$ cat config.mk
export PLATFORM = sky130hd
export DESIGN_NAME = hdm_route_lookup
export DESIGN_NICKNAME = d
export VERILOG_FILES = /design/src/rtl/hdm_lookup_pkg.sv /design/src/rtl/hdm_reg_bank.sv /design/src/rtl/hdm_dec_eval.sv /design/src/rtl/hdm_scan_ctrl.sv /design/src/rtl/hdm_route_lookup.sv
export SDC_FILE = /design/constraint.sdc
export NUM_CORES = 2
export LEC_CHECK = 0
export BUFFER_PORTS_ARGS = -buffer_cell sky130_fd_sc_hd__buf_4
export CORE_MARGIN = 5
export CORE_UTILIZATION = 50
export DETAILED_ROUTE_END_ITERATION = 10
export GPL_ROUTABILITY_DRIVEN = 0
export PLACE_DENSITY = 0.66
export REMOVE_ABC_BUFFERS = 1
export SYNTH_ARGS = -nofsm -noshare
export SYNTH_HDL_FRONTEND = slang
export SYNTH_SLANG_ARGS = --single-unit
$ cat constraint.sdc
create_clock -name clk -period 27.3 [get_ports clk]
set_input_delay 2.73 -clock clk [delete_from_list [all_inputs] [get_ports clk]]
set_output_delay 2.73 -clock clk [all_outputs]
set_load 0.005 [all_outputs]
$ cat src/rtl/hdm_lookup_pkg.sv
package hdm_lookup_pkg;

  localparam int ADDR_W = 64;
  localparam int WORD_W = 32;
  localparam int PORT_W = 8;

  // control word layout
  localparam int CTL_GRAN_LSB = 0;
  localparam int CTL_WAYS_LSB = 4;
  localparam int CTL_COMMIT_BIT = 8;

  // register select codes
  localparam logic [2:0] SEL_BASE_LO = 3'd0;
  localparam logic [2:0] SEL_BASE_HI = 3'd1;
  localparam logic [2:0] SEL_SIZE_LO = 3'd2;
  localparam logic [2:0] SEL_SIZE_HI = 3'd3;
  localparam logic [2:0] SEL_CTRL    = 3'd4;
  localparam logic [2:0] SEL_TGT_LO  = 3'd5;
  localparam logic [2:0] SEL_TGT_HI  = 3'd6;
  localparam logic [2:0] SEL_CAP     = 3'd7;

  typedef struct packed {
    logic [31:0] base_hi;
    logic [3:0]  base_top;
    logic [31:0] size_hi;
    logic [3:0]  size_top;
    logic        committed;
    logic [1:0]  ways;
    logic [3:0]  gran;
    logic [31:0] tgt_lo;
    logic [31:0] tgt_hi;
  } hdm_dec_t;

  // encoded count -> number of decoders (1, 2, 4, 6, 8)
  function automatic logic [4:0] count_decode(input logic [3:0] enc);
    logic [4:0] n;
    if (enc == 4'd0)      n = 5'd1;
    else if (enc >= 4'd4) n = 5'd8;
    else                  n = {enc, 1'b0};
    return n;
  endfunction

  // 64-bit window edge from high word and low-word bits 31:28
  function automatic logic [ADDR_W-1:0] window_value(input logic [31:0] hi,
                                                     input logic [3:0] top);
    return {hi, top, 28'h0};
  endfunction

  function automatic logic range_hit(input logic [ADDR_W-1:0] a,
                                     input logic [ADDR_W-1:0] base,
                                     input logic [ADDR_W-1:0] size);
    logic [ADDR_W:0] lim;
    lim = {1'b0, base} + {1'b0, size};
    return ({1'b0, a} >= {1'b0, base}) && ({1'b0, a} < lim);
  endfunction

  // (a >> (8 + gran)) mod 2^ways
  function automatic logic [2:0] il_position(input logic [ADDR_W-1:0] a,
                                             input logic [3:0] gran,
                                             input logic [1:0] ways);
    logic [ADDR_W-1:0] sh;
    logic [3:0] span;
    logic [2:0] mask;
    sh   = a >> (6'd8 + {2'b00, gran});
    span = 4'd1 << ways;
    mask = 3'(span - 4'd1);
    return sh[2:0] & mask;
  endfunction

  function automatic logic [PORT_W-1:0] pick_port(input logic [31:0] lo_w,
                                                  input logic [31:0] hi_w,
                                                  input logic [2:0] pos);
    logic [31:0] w;
    w = pos[2] ? hi_w : lo_w;
    return w[{pos[1:0], 3'b000} +: 8];
  endfunction

endpackage

$ cat src/rtl/hdm_reg_bank.sv
module hdm_reg_bank
  import hdm_lookup_pkg::*;
#(
  parameter int NUM_DEC = 8,
  localparam int IDX_W = (NUM_DEC > 1) ? $clog2(NUM_DEC) : 1
) (
  input  logic                 clk,
  input  logic                 rst_n,
  input  logic                 cfg_we,
  input  logic [2:0]           cfg_sel,
  input  logic [IDX_W-1:0]     cfg_dec,
  input  logic [31:0]          cfg_wdata,
  output hdm_dec_t [NUM_DEC-1:0] regs,
  output logic [3:0]           cnt_enc
);

  always_ff @(posedge clk) begin
    if (!rst_n) cnt_enc <= 4'd0;
    else if (cfg_we && cfg_sel == SEL_CAP) cnt_enc <= cfg_wdata[3:0];
  end

  for (genvar g = 0; g < NUM_DEC; g++) begin : g_dec
    logic wr_here;
    assign wr_here = cfg_we && (cfg_dec == IDX_W'(g));

    always_ff @(posedge clk) begin
      if (!rst_n) begin
        regs[g] <= '0;
      end else if (wr_here) begin
        unique case (cfg_sel)
          SEL_BASE_LO: regs[g].base_top <= cfg_wdata[31:28];
          SEL_BASE_HI: regs[g].base_hi  <= cfg_wdata;
          SEL_SIZE_LO: regs[g].size_top <= cfg_wdata[31:28];
          SEL_SIZE_HI: regs[g].size_hi  <= cfg_wdata;
          SEL_CTRL: begin
            regs[g].gran      <= cfg_wdata[CTL_GRAN_LSB +: 4];
            regs[g].ways      <= cfg_wdata[CTL_WAYS_LSB +: 2];
            regs[g].committed <= cfg_wdata[CTL_COMMIT_BIT];
          end
          SEL_TGT_LO:  regs[g].tgt_lo <= cfg_wdata;
          SEL_TGT_HI:  regs[g].tgt_hi <= cfg_wdata;
          default: ;
        endcase
      end
    end
  end

endmodule

$ cat src/rtl/hdm_dec_eval.sv
module hdm_dec_eval
  import hdm_lookup_pkg::*;
(
  input  hdm_dec_t            dec,
  input  logic [ADDR_W-1:0]   addr,
  output logic                hit,
  output logic                committed,
  output logic [PORT_W-1:0]   port
);

  logic [ADDR_W-1:0] base;
  logic [ADDR_W-1:0] size;
  logic [2:0]        pos;

  always_comb begin
    base      = window_value(dec.base_hi, dec.base_top);
    size      = window_value(dec.size_hi, dec.size_top);
    hit       = range_hit(addr, base, size);
    committed = dec.committed;
    pos       = il_position(addr, dec.gran, dec.ways);
    port      = pick_port(dec.tgt_lo, dec.tgt_hi, pos);
  end

endmodule

$ cat src/rtl/hdm_scan_ctrl.sv
module hdm_scan_ctrl
  import hdm_lookup_pkg::*;
#(
  parameter int NUM_DEC = 8,
  localparam int IDX_W = (NUM_DEC > 1) ? $clog2(NUM_DEC) : 1
) (
  input  logic               clk,
  input  logic               rst_n,
  input  logic               start,
  input  logic [ADDR_W-1:0]  addr_in,
  input  logic [4:0]         active_cnt,
  input  logic               cur_hit,
  input  logic               cur_committed,
  input  logic [PORT_W-1:0]  cur_port,
  output logic               busy,
  output logic [IDX_W-1:0]   cur_idx,
  output logic [ADDR_W-1:0]  addr_q,
  output logic               scan_end,
  output logic               done,
  output logic               found,
  output logic [PORT_W-1:0]  port_id
);

  logic at_last;
  logic success;

  assign at_last  = (5'(cur_idx) + 5'd1) >= active_cnt;
  assign scan_end = busy && (cur_hit || at_last);
  assign success  = cur_hit && cur_committed;

  always_ff @(posedge clk) begin
    if (!rst_n) begin
      busy    <= 1'b0;
      cur_idx <= '0;
      addr_q  <= '0;
      done    <= 1'b0;
      found   <= 1'b0;
      port_id <= '0;
    end else begin
      done <= 1'b0;
      if (!busy) begin
        if (start) begin
          busy    <= 1'b1;
          cur_idx <= '0;
          addr_q  <= addr_in;
        end
      end else if (scan_end) begin
        busy    <= 1'b0;
        done    <= 1'b1;
        found   <= success;
        port_id <= success ? cur_port : '0;
      end else begin
        cur_idx <= cur_idx + IDX_W'(1);
      end
    end
  end

endmodule

$ cat src/rtl/hdm_route_lookup.sv
module hdm_route_lookup
  import hdm_lookup_pkg::*;
#(
  parameter int NUM_DEC = 8,
  localparam int IDX_W = (NUM_DEC > 1) ? $clog2(NUM_DEC) : 1
) (
  input  logic               clk,
  input  logic               rst_n,
  input  logic               start,
  input  logic [63:0]        lookup_addr,
  input  logic               cfg_we,
  input  logic [2:0]         cfg_sel,
  input  logic [IDX_W-1:0]   cfg_dec,
  input  logic [31:0]        cfg_wdata,
  output logic               done,
  output logic               found,
  output logic [7:0]         port_id
);

  localparam logic [4:0] NUM_DEC_L = 5'(NUM_DEC);

  hdm_dec_t [NUM_DEC-1:0] regs;
  logic [3:0]          cnt_enc;
  logic [4:0]          cnt_raw;
  logic [4:0]          active_cnt;
  logic                busy;
  logic [IDX_W-1:0]    cur_idx;
  logic [ADDR_W-1:0]   addr_q;
  logic                scan_end;
  logic                cur_hit;
  logic                cur_committed;
  logic [PORT_W-1:0]   cur_port;
  hdm_dec_t            cur_dec;

  hdm_reg_bank #(.NUM_DEC(NUM_DEC)) u_bank (
    .clk(clk), .rst_n(rst_n), .cfg_we(cfg_we), .cfg_sel(cfg_sel),
    .cfg_dec(cfg_dec), .cfg_wdata(cfg_wdata), .regs(regs), .cnt_enc(cnt_enc)
  );

  assign cnt_raw    = count_decode(cnt_enc);
  assign active_cnt = (cnt_raw > NUM_DEC_L) ? NUM_DEC_L : cnt_raw;
  assign cur_dec    = regs[cur_idx];

  hdm_dec_eval u_eval (
    .dec(cur_dec), .addr(addr_q), .hit(cur_hit),
    .committed(cur_committed), .port(cur_port)
  );

  hdm_scan_ctrl #(.NUM_DEC(NUM_DEC)) u_scan (
    .clk(clk), .rst_n(rst_n), .start(start), .addr_in(lookup_addr),
    .active_cnt(active_cnt), .cur_hit(cur_hit), .cur_committed(cur_committed),
    .cur_port(cur_port), .busy(busy), .cur_idx(cur_idx), .addr_q(addr_q),
    .scan_end(scan_end), .done(done), .found(found), .port_id(port_id)
  );

endmodule

# Word level (Yosys, flattened, before mapping)
# Cells that the tools add are included.
[word_totals] ff_bits=1226 in_bits=106 out_inout_bits=10 wordCells=201
[op_classes] n_addsub=5 magnitude_cmp=6 n_eq_ne=15 n_shift=3 muxes=14 n_bitwise=2 reduce_logical=77
[ops] cell="$bmux 143 s3" n=1
[ops] cell="$mux 143" n=1
[ops] cell="$reduce_and 2->1" n=60
[ops] cell="$add 64x64->65" n=1
[ops] cell="$lt 64x65->1" n=1
[ops] cell="$ge 64x64->1" n=1
[ops] cell="$shr 64x6->3" n=1
[ops] cell="$mux 32" n=1
[ops] cell="$shiftx 32x6->8" n=1
[ops] cell="$eq 3x3->1 const B" n=8
[ops] cell="$mux 5" n=3
[ops] cell="$eq 3x2->1 const B" n=4
[ops] cell="$logic_and 1x1->1" n=12
[ops] cell="$mux 3" n=3
[ops] cell="$mux 8" n=1
[ops] cell="$eq 3x1->1 const B" n=2
[ops] cell="$logic_not 3->1" n=2
[ops] cell="$add 4x4->5 const A" n=1
[ops] cell="$ge 5x5->1" n=1
[ops] cell="$gt 5x4->1 const B" n=1
[ops] cell="$add 3x1->4 const B" n=1
[ops] cell="$ge 4x3->1 const B" n=1
[ops] cell="$logic_not 4->1" n=1
[ops] cell="$lt 3x4->1 const B" n=1
[ops] cell="other kinds (9)" n=12

# Longest topological paths before layout
[depth] depth_word=10 depth_mapped=34 ltp_nobuf=26

# Cells and area by module
# Synthesis repeated with hierarchy kept, for this count alone.
[hier_totals] hier_cells=5380 hier_area_um2=57670.3
[by_module_without_submodules] mod="hdm_reg_bank" n_inst=1 cells_each=3910 area_per_inst_um2=41000.6 seq_area_each_um2=22982.0
[by_module_without_submodules] mod="hdm_route_lookup" n_inst=1 cells_each=516 area_per_inst_um2=8888.5 seq_area_each_um2=0.0
[by_module_without_submodules] mod="hdm_dec_eval" n_inst=1 cells_each=602 area_per_inst_um2=4687.0 seq_area_each_um2=0.0
[by_module_without_submodules] mod="hdm_scan_ctrl" n_inst=1 cells_each=352 area_per_inst_um2=3094.2 seq_area_each_um2=1561.5

# Worst setup path before layout
# OpenSTA, ideal clock, no wires.
[synth_path] kind="reg2reg" from="register u_scan.cur_idx[0]" to="register u_scan.port_id[0]" setup_time_ns=0.058 t_arrival_ns=8.816 required_time_ns=27.242 path_slack_ns=18.426 path_stages_with_launch=33 path_buffers=8 synth_period_minus_slack_ns=8.874 path_cell_list="dfxtp_1 -> buf_4 -> buf_2 -> buf_2 -> buf_2 -> buf_2 -> buf_2 -> buf_1 -> mux4_2 -> mux2_2 -> ha_1 -> or4_1 -> a211oi_1 -> nor4_1 -> o21bai_1 -> o32ai_1 -> o41ai_1 -> nor2_1 -> a2111oi_0 -> a21oi_1 -> xnor2_1 -> ha_1 -> a211oi_1 -> nand2_1 -> nor3_1 -> nand3_1 -> a2111oi_0 -> o21ai_0 -> a2111oi_0 -> clkbuf_1 -> o211ai_1 -> a211oi_1 -> a2111o_1"
[synth_via] elab_chain_cells=8 word_cells_on_any_way=20 classes_between="4 x add/sub; 3 x order compare; 3 x shift; 4 x mux; 1 x bitwise; 5 x reduce/logical"
[synth_rtl] element="start, declared" line_no="hdm_scan_ctrl.sv:16" source="output logic [IDX_W-1:0] cur_idx,"
[synth_rtl] element="start signal, assigned" line_no="hdm_scan_ctrl.sv:53" source="cur_idx <= cur_idx + IDX_W'(1);"
[synth_rtl] element="$bmux 143 s3" line_no="hdm_route_lookup.sv:42" source="assign cur_dec = regs[cur_idx];"
[synth_rtl] element="$mux 143 (implied by the code)" line_no="hdm_route_lookup.sv:42"
[synth_rtl] element="$add 64x64->65 (tied with other cells)" line_no="hdm_lookup_pkg.sv:53" source="lim = {1'b0, base} + {1'b0, size};"
[synth_rtl] element="$lt 64x65->1 (tied with other cells)" line_no="hdm_lookup_pkg.sv:54" source="return ({1'b0, a} >= {1'b0, base}) && ({1'b0, a} < lim);"
[synth_rtl] element="$logic_and 1x1->1 / $and 3x3->3 (equally long branches)" line_no="hdm_lookup_pkg.sv:54, hdm_lookup_pkg.sv:67"
[synth_rtl] element="$logic_or 1x1->1 / $mux 32 (equally long branches)" line_no="hdm_scan_ctrl.sv:28, hdm_lookup_pkg.sv:74"
[synth_rtl] element="$logic_and 1x1->1 / $shiftx 32x6->8 (equally long branches)" line_no="hdm_scan_ctrl.sv:28, hdm_lookup_pkg.sv:75"
[synth_rtl] element="$reduce_and 2->1 (no line) / $mux 8 (equally long branches)"
[synth_rtl] element="end signal, assigned" line_no="hdm_scan_ctrl.sv:51" source="port_id <= success ? cur_port : '0;"
[synth_rtl] element="end, declared" line_no="hdm_scan_ctrl.sv:21" source="output logic [PORT_W-1:0] port_id"
# Parallel ways exist; a longest one is shown, timed or not. The select of a mux whose other input is x is not followed.
# A chain may end at the register's enable or synchronous reset.

# Worst setup path in the final report
# Same ends and word-level chain as after synthesis.

==> metrics.md <==
| Metric | Value |
|---|---|
| Status | `complete, no violations` |
| Clk_lat worst skew | `0.75 ns` |
| Syn Area/Cell | `8.43 µm²` |
| Die H | `343 µm` |
| Lkg Pwr | `20.4 nW` |
| Type of the worst min-delay path | `reg -> reg` |
| Drt drc | `0` |
| Worst slew margin | `0.141` |
| Synth-to-layout area growth | `10.9%` |
| Fin nets | `6545` |
| Max Cap Viol | `0` |
| Mapped Cells | `6562` |
| R2R Setup Slk | `16.97 ns` |
| Share of cells above drive strength 1 | `0.130` |
| Number of synthesized flops with an enable pin | `0` |
| Worst hold slack | `0.450 ns` |
| DR iter-0 viols | `5191` |
| FF+latch count, synth | `1226` |
| H-tree levels | `4` |
| IO Port Bufs | `115` |
| Final wirelength | `175000 µm` |
| Detailed placer's ending HPWL | `99700 µm` |
| Worst r2r dst | `u_scan.port_id[0]$_SDFFE_PN0P_` |
| Post-synth top flop | `dfxtp_1` |
| Worst setup endpoint | `u_scan.port_id[0]$_SDFFE_PN0P_` |
| Postcts setup bufs | `0` |
| CTS buffer count | `133` |
| Vias in the first global route | `44.5k` |
| Initial antenna violation count | `1` |
| PwrDens | `63.1 mW/mm²` |
| First-pass GRT wire length | `266000 µm` |
| Synth async-reset ratio | `0` |
| Final Setup Violations | `0` |
| Fin crit period | `10.33 ns` |
| Reg2reg path depth | `27` |
| Fin. Hold Viols | `0` |
| Crit path from | `u_scan.cur_idx[0]$_SDFFE_PN0P_` |
| Filler cells | `9789` |
| Layout Cells excl Fill | `7913` |
| Rows | `122` |
| Most frequent cells in the layout | `nand2_1 (2339), dfxtp_1 (1223), a21oi_1 (1217), mux4_2 (306), buf_4 (209)` |
| Initial Util | `0.501` |
| Place WS | `17.01 ns` |
| Unique masters post-synth | `64` |
| CTS Hold Bufs | `0` |
| R2R Path Start | `u_scan.cur_idx[0]$_SDFFE_PN0P_` |
| Placed cells | `7679` |
| TritonCTS clock tree | `done` |
| Setup TNS | `0 ns` |
| Fmax | `96.8 MHz` |
| Clock root buffer | `clkbuf_16` |
| Pin count of the biggest net entering global routing | `242` |
| Skew final | `0.0253 ns` |
| Post-DR vias/cell | `5.93` |
| Critical Path End Type | `flop` |
| FF+latch area | `0.0246 mm²` |
| Netlist Area Pre-Place | `0.0553 mm²` |
| Vias | `46.9k` |
| Max FO, Critical Path | `48` |
| Antenna viol nets, final | `0` |
| Grt ovf | `0` |
| Total track usage | `0.289` |
| CTS Buffer Depth | `3` |
| Die Area | `0.117 mm²` |
| Seq/Total Area, Yosys | `0.444` |
| Worst EP required | `27.93 ns` |
| Worst-margin pin slew | `1.29 ns` |
| Die width | `343 µm` |
| Area of the multi-input gates | `0.0286 mm²` |
| Critical Path Start Type | `flop` |
| Final Max Slew Viols | `0` |
| Period utilisation layout | `0.378` |
| Ys Warns | `0` |
| Clk slew on worst S/H paths | `0.06 ns` |
| Post_cts resized | `0` |
| Critical path class | `reg -> reg` |
| Post-DR wirelength/cell | `22.1 µm` |
| Final WS setup | `16.97 ns` |
| Crit path DAT | `10.95 ns` |
| Clock Sinks | `1226` |
| Fin util | `0.556` |
| Unrepaired setup endpoints after global routing | `false` |
| Core area | `0.110 mm²` |
| Peak VDD IR | `0.0000540 V` |
| Drt pass-1 iters | `6` |
| Boundary pin count | `116` |
| Commonest non-fill, non-tap cell in the layout | `nand2_1` |
layer usage:
metal / part of all wire / up-vias / track usage
met4: 0.040 / 0 / 0.116
met3: 0.082 / 409 / 0.0447
met1: 0.40 / 22800 / 0.381
met2: 0.48 / 2035 / 0.479
met5: 0 / - / 0
li1: - / 21700 / -
sequential cells by signal (all words and copies together), names as in the netlist:
name / flops
u_scan.cur_idx: 3
u_scan.addr_q: 64
u_scan.port_id: 8
u_scan.found: 1
u_bank.regs: 1144
u_scan.done: 1
u_scan.busy: 1
u_bank.cnt_enc: 4
power by group:
group | leakage (nW) | switching [W] | internal (W)
logic | 8.28 | 0.000126 | 0.0000489
registers | 9.89 | 0.0000132 | 0.00180
clock network | 2.24 | 0.000747 | 0.00113
cells by family (layout without fill, tap and decap cells):
kind of cell             Yosys count  after routing  share of synthesized area
AND/OR/NAND/NOR                 2678           2678                      0.189
AO/OA/AOI/OAI                   1370           1370                      0.130
flip-flops                      1226           1226                      0.444
buffers and inverters            633            493                     0.0439
multiplexers                     507            507                      0.162
adder cells (fa/ha/maj)          113            113                     0.0257
XOR/XNOR                          35             35                    0.00554
other                              0              3                          0
per-stage QoR:
step	area [µm²]	power, W
after floorplan	53100	0.00194
after global placement	56800	0.00203
after detailed placement	56800	0.00203
after CTS	61400	0.00389
after global routing	61400	0.00398
final	61400	0.00387
synthesized netlist by cell type, drive strengths merged (15+ instances only):
| cell | number | area (µm²) |
|---|---|---|
| nand4 | 24 | 150 |
| inv | 52 | 195 |
| mux2i | 144 | 1460 |
| nor2 | 145 | 544 |
| clkbuf | 517 | 1940 |
| nand2 | 2339 | 8780 |
| a21oi | 1217 | 6090 |
| ha | 112 | 1400 |
| o21ai | 53 | 265 |
| buf | 64 | 292 |
| dfxtp | 1226 | 24500 |
| nor3 | 15 | 80.1 |
| nor2b | 15 | 93.8 |
| xor2 | 19 | 166 |
| a21o | 30 | 225 |
| nand3 | 75 | 375 |
| xnor2 | 16 | 140 |
| mux2 | 57 | 642 |
| mux4 | 306 | 6890 |
| a211oi | 15 | 113 |
cell type report:
cell class / instances / share of cell area
Sequential cell: 1226 / 0.400
Inverter: 52 / 0.00330
Tap cell: 1488 / 0.0303
Timing Repair Buffer: 210 / 0.0259
Multi-Input combinational cell: 4703 / 0.466
Clock inverter: 37 / 0.0101
Clock buffer: 194 / 0.0642
Antenna cell: 3 / 0.000122
critical path: stages (launching register included):
cell       delay, ns
dfxtp_4         1.01
buf_4           0.81
buf_4           0.77
mux4_2          0.58
mux2i_1         0.27
inv_1           0.08
ha_1            0.36
a21oi_1         0.27
o21ai_0         0.16
a221o_1         0.35
a221oi_1        0.38
o32ai_1         0.18
o41ai_1         0.48
nor2_1          0.11
a2111oi_0       0.69
a21oi_1         0.19
xnor2_1         0.16
ha_1            0.31
a211oi_1        0.22
nand2_1         0.11
nor3_1          0.24
nand3_1         0.18
a2111oi_0       0.39
o21ai_0         0.26
a21oi_1         0.46
o21ai_0         0.32
and2_1          0.38
a2111o_1        0.46
worst min-delay path by stage:
stage | endpoint | startpoint | cells past startpoint | slack, ns
2_1_floorplan | u_bank.regs[1000]$_SDFFE_PN0P_ | u_bank.regs[1000]$_SDFFE_PN0P_ | 2 | 0.43
4_1_cts | u_bank.regs[407]$_SDFFE_PN0P_ | u_bank.regs[407]$_SDFFE_PN0P_ | 2 | 0.45
3_5_place_dp | u_bank.regs[397]$_SDFFE_PN0P_ | u_bank.regs[397]$_SDFFE_PN0P_ | 2 | 0.44
3_3_place_gp | u_bank.regs[343]$_SDFFE_PN0P_ | u_bank.regs[343]$_SDFFE_PN0P_ | 2 | 0.44
5_1_grt | u_bank.regs[409]$_SDFFE_PN0P_ | u_bank.regs[409]$_SDFFE_PN0P_ | 2 | 0.46
6_report | u_bank.regs[407]$_SDFFE_PN0P_ | u_bank.regs[407]$_SDFFE_PN0P_ | 2 | 0.45
Power figures use the tool's default switching activity.
